<file path="src/rtl/irq_pkg.sv">
package irq_pkg;
  localparam int unsigned NUM_SRC  = 5;
  localparam int unsigned SRC_W    = $clog2(NUM_SRC);
  localparam int unsigned NUM_EXT  = 2;
  localparam int unsigned NUM_TMR  = 2;
  localparam int unsigned NUM_LVL  = 2;
  localparam int unsigned LVL_W    = (NUM_LVL > 1) ? $clog2(NUM_LVL) : 1;
  localparam int unsigned BYTE_W   = 8;
  localparam int unsigned EA_BIT   = 7;
  localparam int unsigned SER_POS  = 4;
  localparam logic [BYTE_W-1:0] EN_MASK = 8'h9F;

  typedef enum logic [1:0] {
    SEL_EN   = 2'd0,
    SEL_PRIO = 2'd1,
    SEL_CTRL = 2'd2,
    SEL_NONE = 2'd3
  } wr_sel_e;

  typedef logic [NUM_SRC-1:0] src_vec_t;

  // interleaved layout: ext0, tmr0, ext1, tmr1, serial
  function automatic int unsigned ext_pos(int unsigned e);
    return 2 * e;
  endfunction

  function automatic int unsigned tmr_pos(int unsigned t);
    return 2 * t + 1;
  endfunction
endpackage

</file>
<file path="src/rtl/irq_ext_trig.sv">
module irq_ext_trig #(
  parameter int unsigned NUM_EXT = 2
) (
  input  logic               clk_i,
  input  logic               rst_ni,
  input  logic [NUM_EXT-1:0] pin_ni,
  input  logic [NUM_EXT-1:0] edge_mode_i,
  input  logic [NUM_EXT-1:0] clr_i,
  output logic [NUM_EXT-1:0] flag_o
);
  logic [NUM_EXT-1:0] smp_q, prv_q, flag_q;

  for (genvar e = 0; e < NUM_EXT; e++) begin : g_ext
    logic fall;
    assign fall = prv_q[e] & ~smp_q[e];

    always_ff @(posedge clk_i or negedge rst_ni) begin
      if (!rst_ni) begin
        smp_q[e]  <= 1'b1;
        prv_q[e]  <= 1'b1;
        flag_q[e] <= 1'b0;
      end else begin
        smp_q[e] <= pin_ni[e];
        prv_q[e] <= smp_q[e];
        if (edge_mode_i[e]) begin
          // a new edge wins over a same-cycle clear
          if (fall)          flag_q[e] <= 1'b1;
          else if (clr_i[e]) flag_q[e] <= 1'b0;
        end else begin
          flag_q[e] <= ~smp_q[e];
        end
      end
    end
  end

  assign flag_o = flag_q;
endmodule

</file>
<file path="src/rtl/irq_pick.sv">
module irq_pick #(
  parameter int unsigned W     = 5,
  parameter int unsigned IDX_W = 3
) (
  input  logic [W-1:0]     req_i,
  output logic             any_o,
  output logic [IDX_W-1:0] idx_o
);
  always_comb begin
    idx_o = '0;
    for (int i = W - 1; i >= 0; i--) begin
      if (req_i[i]) idx_o = IDX_W'(i);
    end
  end

  assign any_o = |req_i;
endmodule

</file>
<file path="src/rtl/irq_lvl_track.sv">
module irq_lvl_track #(
  parameter int unsigned NUM_LVL = 2,
  parameter int unsigned LVL_W   = 1
) (
  input  logic               clk_i,
  input  logic               rst_ni,
  input  logic               take_i,
  input  logic [LVL_W-1:0]   take_lvl_i,
  input  logic               ret_i,
  output logic [NUM_LVL-1:0] ins_o
);
  logic [NUM_LVL-1:0] ins_q, ins_d;

  always_comb begin
    int unsigned top;
    logic        found;
    ins_d = ins_q;
    top   = 0;
    found = 1'b0;
    for (int unsigned l = 0; l < NUM_LVL; l++) begin
      if (ins_q[l]) begin
        top   = l;
        found = 1'b1;
      end
    end
    if (ret_i && found) ins_d[top] = 1'b0;
    if (take_i)         ins_d[take_lvl_i] = 1'b1;
  end

  always_ff @(posedge clk_i or negedge rst_ni) begin
    if (!rst_ni) ins_q <= '0;
    else         ins_q <= ins_d;
  end

  assign ins_o = ins_q;
endmodule

</file>
<file path="src/rtl/irq_prio_ctrl.sv">
module irq_prio_ctrl
  import irq_pkg::*;
(
  input  logic               clk_i,
  input  logic               rst_ni,
  input  logic               wr_en_i,
  input  logic [1:0]         wr_sel_i,
  input  logic [BYTE_W-1:0]  wr_data_i,
  input  logic [NUM_EXT-1:0] ext_ni,
  input  logic [NUM_TMR-1:0] tmr_ovf_i,
  input  logic               ser_req_i,
  input  logic               ack_i,
  input  logic               reti_i,
  output logic               irq_o,
  output logic [SRC_W-1:0]   irq_id_o,
  output logic [LVL_W-1:0]   irq_lvl_o,
  output logic [NUM_LVL-1:0] in_service_o,
  output logic [NUM_EXT-1:0] ext_flag_o
);
  logic [BYTE_W-1:0]  en_q;
  src_vec_t           prio_q;
  logic [NUM_EXT-1:0] mode_q;

  always_ff @(posedge clk_i or negedge rst_ni) begin
    if (!rst_ni) begin
      en_q   <= '0;
      prio_q <= '0;
      mode_q <= '0;
    end else if (wr_en_i) begin
      unique case (wr_sel_e'(wr_sel_i))
        SEL_EN:   en_q   <= wr_data_i & EN_MASK;
        SEL_PRIO: prio_q <= wr_data_i[NUM_SRC-1:0];
        SEL_CTRL: mode_q <= wr_data_i[NUM_EXT-1:0];
        default:  ;
      endcase
    end
  end

  logic [NUM_EXT-1:0] flag;
  logic [NUM_EXT-1:0] ext_clr;
  logic [NUM_LVL-1:0] ins;

  for (genvar e = 0; e < NUM_EXT; e++) begin : g_clr
    assign ext_clr[e] = ack_i & irq_o & (irq_id_o == SRC_W'(ext_pos(e)));
  end

  irq_ext_trig #(.NUM_EXT(NUM_EXT)) u_trig (
    .clk_i       (clk_i),
    .rst_ni      (rst_ni),
    .pin_ni      (ext_ni),
    .edge_mode_i (mode_q),
    .clr_i       (ext_clr),
    .flag_o      (flag)
  );

  src_vec_t pend, elig;

  for (genvar e = 0; e < NUM_EXT; e++) begin : g_pend_ext
    assign pend[ext_pos(e)] = flag[e];
  end
  for (genvar t = 0; t < NUM_TMR; t++) begin : g_pend_tmr
    assign pend[tmr_pos(t)] = tmr_ovf_i[t];
  end
  assign pend[SER_POS] = ser_req_i;

  assign elig = en_q[EA_BIT] ? (pend & en_q[NUM_SRC-1:0]) : '0;

  src_vec_t           cand    [NUM_LVL];
  logic [NUM_LVL-1:0] lvl_any;
  logic [SRC_W-1:0]   lvl_idx [NUM_LVL];

  for (genvar lv = 0; lv < NUM_LVL; lv++) begin : g_lvl
    logic open;
    // a level may be presented only when no handler at it or above runs
    assign open     = ~|ins[NUM_LVL-1:lv];
    assign cand[lv] = (lv == 0) ? (elig & ~prio_q & {NUM_SRC{open}})
                                : (elig &  prio_q & {NUM_SRC{open}});
    irq_pick #(.W(NUM_SRC), .IDX_W(SRC_W)) u_pick (
      .req_i (cand[lv]),
      .any_o (lvl_any[lv]),
      .idx_o (lvl_idx[lv])
    );
  end

  always_comb begin
    irq_o     = 1'b0;
    irq_id_o  = '0;
    irq_lvl_o = '0;
    for (int unsigned lv = 0; lv < NUM_LVL; lv++) begin
      if (lvl_any[lv]) begin
        irq_o     = 1'b1;
        irq_id_o  = lvl_idx[lv];
        irq_lvl_o = LVL_W'(lv);
      end
    end
  end

  irq_lvl_track #(.NUM_LVL(NUM_LVL), .LVL_W(LVL_W)) u_track (
    .clk_i      (clk_i),
    .rst_ni     (rst_ni),
    .take_i     (ack_i & irq_o),
    .take_lvl_i (irq_lvl_o),
    .ret_i      (reti_i),
    .ins_o      (ins)
  );

  assign in_service_o = ins;
  assign ext_flag_o   = flag;
endmodule

</file>
<file path="config.mk">
export PLATFORM = sky130hd
export DESIGN_NAME = irq_prio_ctrl
export DESIGN_NICKNAME = d
export VERILOG_FILES = /design/src/rtl/irq_pkg.sv /design/src/rtl/irq_ext_trig.sv /design/src/rtl/irq_pick.sv /design/src/rtl/irq_lvl_track.sv /design/src/rtl/irq_prio_ctrl.sv
export SDC_FILE = /design/constraint.sdc
export NUM_CORES = 1
export LEC_CHECK = 0
export ABC_CLOCK_PERIOD_IN_PS = 2300
export BUFFER_PORTS_ARGS = -buffer_cell sky130_fd_sc_hd__buf_4
export CELL_PAD_IN_SITES_DETAIL_PLACEMENT = 1
export CELL_PAD_IN_SITES_GLOBAL_PLACEMENT = 1
export CORE_ASPECT_RATIO = 1.5
export CORE_MARGIN = 1
export CORE_UTILIZATION = 35
export CTS_CLUSTER_DIAMETER = 100
export DETAILED_ROUTE_END_ITERATION = 16
export GPL_TIMING_DRIVEN = 0
export HOLD_SLACK_MARGIN = 0.05
export PLACE_DENSITY = 0.79
export SLEW_MARGIN = 20
export SYNTH_ARGS = -nofsm -noshare
export SYNTH_HDL_FRONTEND = slang
export SYNTH_HIERARCHICAL = 1
export SYNTH_SLANG_ARGS = --single-unit
</file>
<file path="constraint.sdc">
create_clock -name clk_i -period 2.3 [get_ports clk_i]
set_input_delay 0.69 -clock clk_i [delete_from_list [all_inputs] [get_ports clk_i]]
set_output_delay 0.69 -clock clk_i [all_outputs]
set_load 0.03 [all_outputs]
</file>
==> PnR_summary.wiki <==
{| class="wikitable"
! Metric !! Value
|-
| Power Density || 841 nW/µm²
|-
| Endpoint class of the critical path || output pin
|-
| Maximum buffer depth of the clock tree || 2
|-
| Count of maximum capacitance violations || 0
|-
| Highest-count cells in the layout ignoring fill and taps || sky130_fd_sc_hd__buf_4 (28), sky130_fd_sc_hd__dfrtp_1 (15), sky130_fd_sc_hd__mux2_2 (13)
|-
| Maximum fanout count along the critical path || 5
|-
| Relative area change from synthesis to final layout || 54.4%
|-
| Placed cell area || between 1000 and 1500 µm²
|-
| Cell count after synthesis || 99
|-
| Fraction of layout instances using a drive strength above 1 || 66.7%
|-
| Leakage dissipation || 0.753 nW
|-
| Worst Path Required || approximately 1600 ps
|-
| Source-to-sink clock delay at the later pin of the worst-skew pair || 260 ps
|-
| Share of synthesized area occupied by flip-flops and latches || between 40% and 50%
|-
| Max Clock Skew || roughly 1.3 ps
|-
| First-pass DRT Iterations || 3
|-
| Setup-violating endpoint count in the final report || 7
|-
| Top-level port count || 29
|-
| Avg Vias per Cell || slightly above 5
|-
| Global-route usage over all layers || between 20 and 25%
|-
| Synthesized netlist net count || 119
|-
| Total DRC errors in the routed layout || 0
|-
| Area leader, netlist || sky130_fd_sc_hd__dfrtp_1
|-
| Yosys warns || 6
|-
| Number of global-route vias before repair || 1032
|-
| Hold_ws || 296 ps
|-
| IR drop worst, VDD || 500 µV
|-
| TNS Setup || -2050 ps
|-
| Crit path launch type || register
|-
| Tightest Hold Check Type || in2async
|-
| Global-route congestion overflow total || 0
|-
| Setup Slack @ Placement || -334 ps
|-
| Diode insertion count for antenna repair || 0
|-
| Num CTS Buffers || 3
|-
| Met1 capacity usage during global routing || 21.1%
|-
| Met3 capacity usage during global routing || just over 3%
|-
| Cell total after placement || 164
|-
| Data arrival time of the worst path || 2020 ps
|-
| Port buffer count || 26
|-
| Clock transition at the registers of the reported paths || 70 ps
|-
| Clock Root Buffer || sky130_fd_sc_hd__clkbuf_8
|-
| Clock sink total || 21
|-
| Placer congestion estimate || between 0.7 and 0.8
|-
| Combined area of all synthesized cells || around 1100 µm²
|-
| Netlist cell types || 24
|-
| Cell types with the largest area share after synthesis || sky130_fd_sc_hd__dfrtp_1 (39%), sky130_fd_sc_hd__mux2_2 (13%), sky130_fd_sc_hd__dfstp_2 (9.5%), sky130_fd_sc_hd__nand2_1 (4.8%), sky130_fd_sc_hd__and4_1 (4.0%)
|-
| Failing checks || negative setup slack
|-
| Global Route met2 Usage || 36.9%
|-
| Class of the most critical setup path || reg2out
|-
| Placement row count || 24
|-
| Chip height || 70.7 µm
|-
| Die W || 47.8 µm
|-
| Routed WL || 2.93 mm
|-
| Total of flip-flops plus latches after synthesis || 21
|-
| Cell area after layout || 1700 µm²
|-
| Transition at the pin with the smallest max-transition slack || between 500 and 600 ps
|-
| ANT nets after route || 0
|-
| TritonCTS clock tree || done
|-
| Largest net degree at the start of global routing || 22
|-
| Fmax achieved || 370 MHz
|-
| Final worst path period need || 2710 ps
|-
| Hpwl dp || about 2.0 mm
|-
| Starting utilization of the core area || 37.4%
|-
| Unrepaired setup endpoints after global routing || yes
|-
| Routed wire length per instance || ~16 µm
|-
| Total vias in the final route || between 900 and 1000
|-
| Fin nets || between 150 and 200
|-
| Final period utilization || 118%
|-
| Worst Slack Setup Final || -406 ps
|-
| H-Tree Depth || 1
|-
| Max Transition Viols Final || 0
|-
| Result of the run || complete, but fails checks
|-
| Average footprint of a synthesized cell || 11.1 µm²
|-
| Number of hold violations in the final report || 0
|-
| Finished Layout Cells || 183
|-
| Placeable core region || 2940 µm²
|-
| Wire length of the first global-routing pass || 4.76 mm
|-
| Die footprint || 3380 µm²
|-
| Initial antenna violation count || 0
|-
| Most common library cell in the layout ignoring fill and taps || sky130_fd_sc_hd__buf_4
|-
| Fraction of post-synthesis cell area in the top cell type by area || 38.6%
|-
| Most Used Layer, Global Route || met2
|-
| Slew Limit Headroom || about 63%
|-
| Drt first-iter violations || 12
|}
==> per-stage QoR <==
step           total power (W)  util, %
2_1_floorplan         0.000866        -
3_3_place_gp           0.00101     49.4
3_5_place_dp           0.00103     49.4
4_1_cts                0.00139     56.3
5_1_grt                0.00151     57.8
6_report               0.00143     57.8
==> Yosys cell counts <==
master / n
sky130_fd_sc_hd__nand2_1: 14
sky130_fd_sc_hd__a32o_1: 2
sky130_fd_sc_hd__and2_1: 3
sky130_fd_sc_hd__or3b_4: 1
sky130_fd_sc_hd__nor4_2: 2
sky130_fd_sc_hd__nor2_1: 2
sky130_fd_sc_hd__nand3b_1: 2
sky130_fd_sc_hd__inv_1: 6
sky130_fd_sc_hd__nor3_1: 7
sky130_fd_sc_hd__o21ai_0: 4
sky130_fd_sc_hd__nor4b_1: 1
sky130_fd_sc_hd__nor4bb_1: 1
sky130_fd_sc_hd__mux2_2: 13
sky130_fd_sc_hd__and4_1: 5
sky130_fd_sc_hd__a22o_1: 1
sky130_fd_sc_hd__dfrtp_1: 17
sky130_fd_sc_hd__nor2b_1: 1
sky130_fd_sc_hd__dfstp_2: 4
sky130_fd_sc_hd__or2_2: 1
sky130_fd_sc_hd__a21oi_1: 2
sky130_fd_sc_hd__nor2b_4: 2
sky130_fd_sc_hd__o22ai_2: 2
sky130_fd_sc_hd__nand2b_1: 5
sky130_fd_sc_hd__nor3b_4: 1
==> critical path, cell delays in order (launching register included) <==
cell and delay (ps):
sky130_fd_sc_hd__dfrtp_1 400, sky130_fd_sc_hd__or3b_4 330, sky130_fd_sc_hd__nor3_4 70, sky130_fd_sc_hd__nor4_2 350, sky130_fd_sc_hd__nand2b_2 170, sky130_fd_sc_hd__or2_4 290, sky130_fd_sc_hd__buf_6 140
==> path summary, 6_finish.rpt <==
kind | start | cells after the start | slack [ps] | to
worst min register to register | u_trig/smp_q[1]$_DFF_PN1_ | 0 | 370 | u_trig/prv_q[1]$_DFF_PN1_
worst max register to register | u_track/ins_o[1]$_DFF_PN0_ | 12 | -130 | u_trig/flag_o[1]$_DFFE_PN0P_
min in group clk_i | u_trig/smp_q[1]$_DFF_PN1_ | 0 | 370 | u_trig/prv_q[1]$_DFF_PN1_
worst max-delay path | en_q[7]$_DFFE_PN0P_ | 6 | -410 | irq_o
worst min-delay path | rst_ni | 1 | 300 | mode_q[0]$_DFFE_PN0P_
max in group asynchronous | rst_ni | 1 | 1740 | u_trig/smp_q[1]$_DFF_PN1_
==> logic make-up (layout without fill, tap and decap cells) <==
group | count (synthesis) | in the layout | synth area share (%)
AO/OA/AOI/OAI | 11 | 11 | 7.61
buffers and inverters | 6 | 50 | 2.05
AND/OR/NAND/NOR | 48 | 49 | 28.9
flip-flops | 21 | 21 | 48.2
multiplexers | 13 | 13 | 13.3
==> layout make-up <==
type / count / area (µm²)
Multi-Input combinational cell: 73 / 706
Fill cell: 339 / 1240
Inverter: 6 / 22.5
Sequential cell: 21 / 533
Clock buffer: 4 / 45.0
Timing Repair Buffer: 40 / 345
Tap cell: 39 / 48.8
==> state kept, by name, indices dropped and copies added (netlist names) <==
register and cells:
en_q 6, mode_q 2, prio_q 5, u_track/ins_o 2
u_trig/flag_o 2, u_trig/prv_q 2, u_trig/smp_q 2
==> repair_timing <==
action / 4_1_cts / 5_1_grt
buffers inserted: 15 / 5
setup endpoints to repair: 7 / 7
gates cloned: 1 / 0
resized for setup: 20 / 10
pin swaps: 13 / 9
hold buffers: 0 / 0
==> metal layers <==
layer | vias up | part of all wire (%)
li1 | 444 | -
met1 | 479 | 35
met2 | 18 | 61
met3 | 6 | 1.9
met4 | 0 | 2.3
met5 | - | 0
==> report_power, final <==
part | switching (W) | leakage (nW) | internal (W)
Combinational | 0.000348 | 0.487 | 0.000337
Sequential | 0.0000603 | 0.243 | 0.000442
Clock | 0.000118 | 0.0228 | 0.000124
Note: power is estimated with default switching activity, not from simulation.
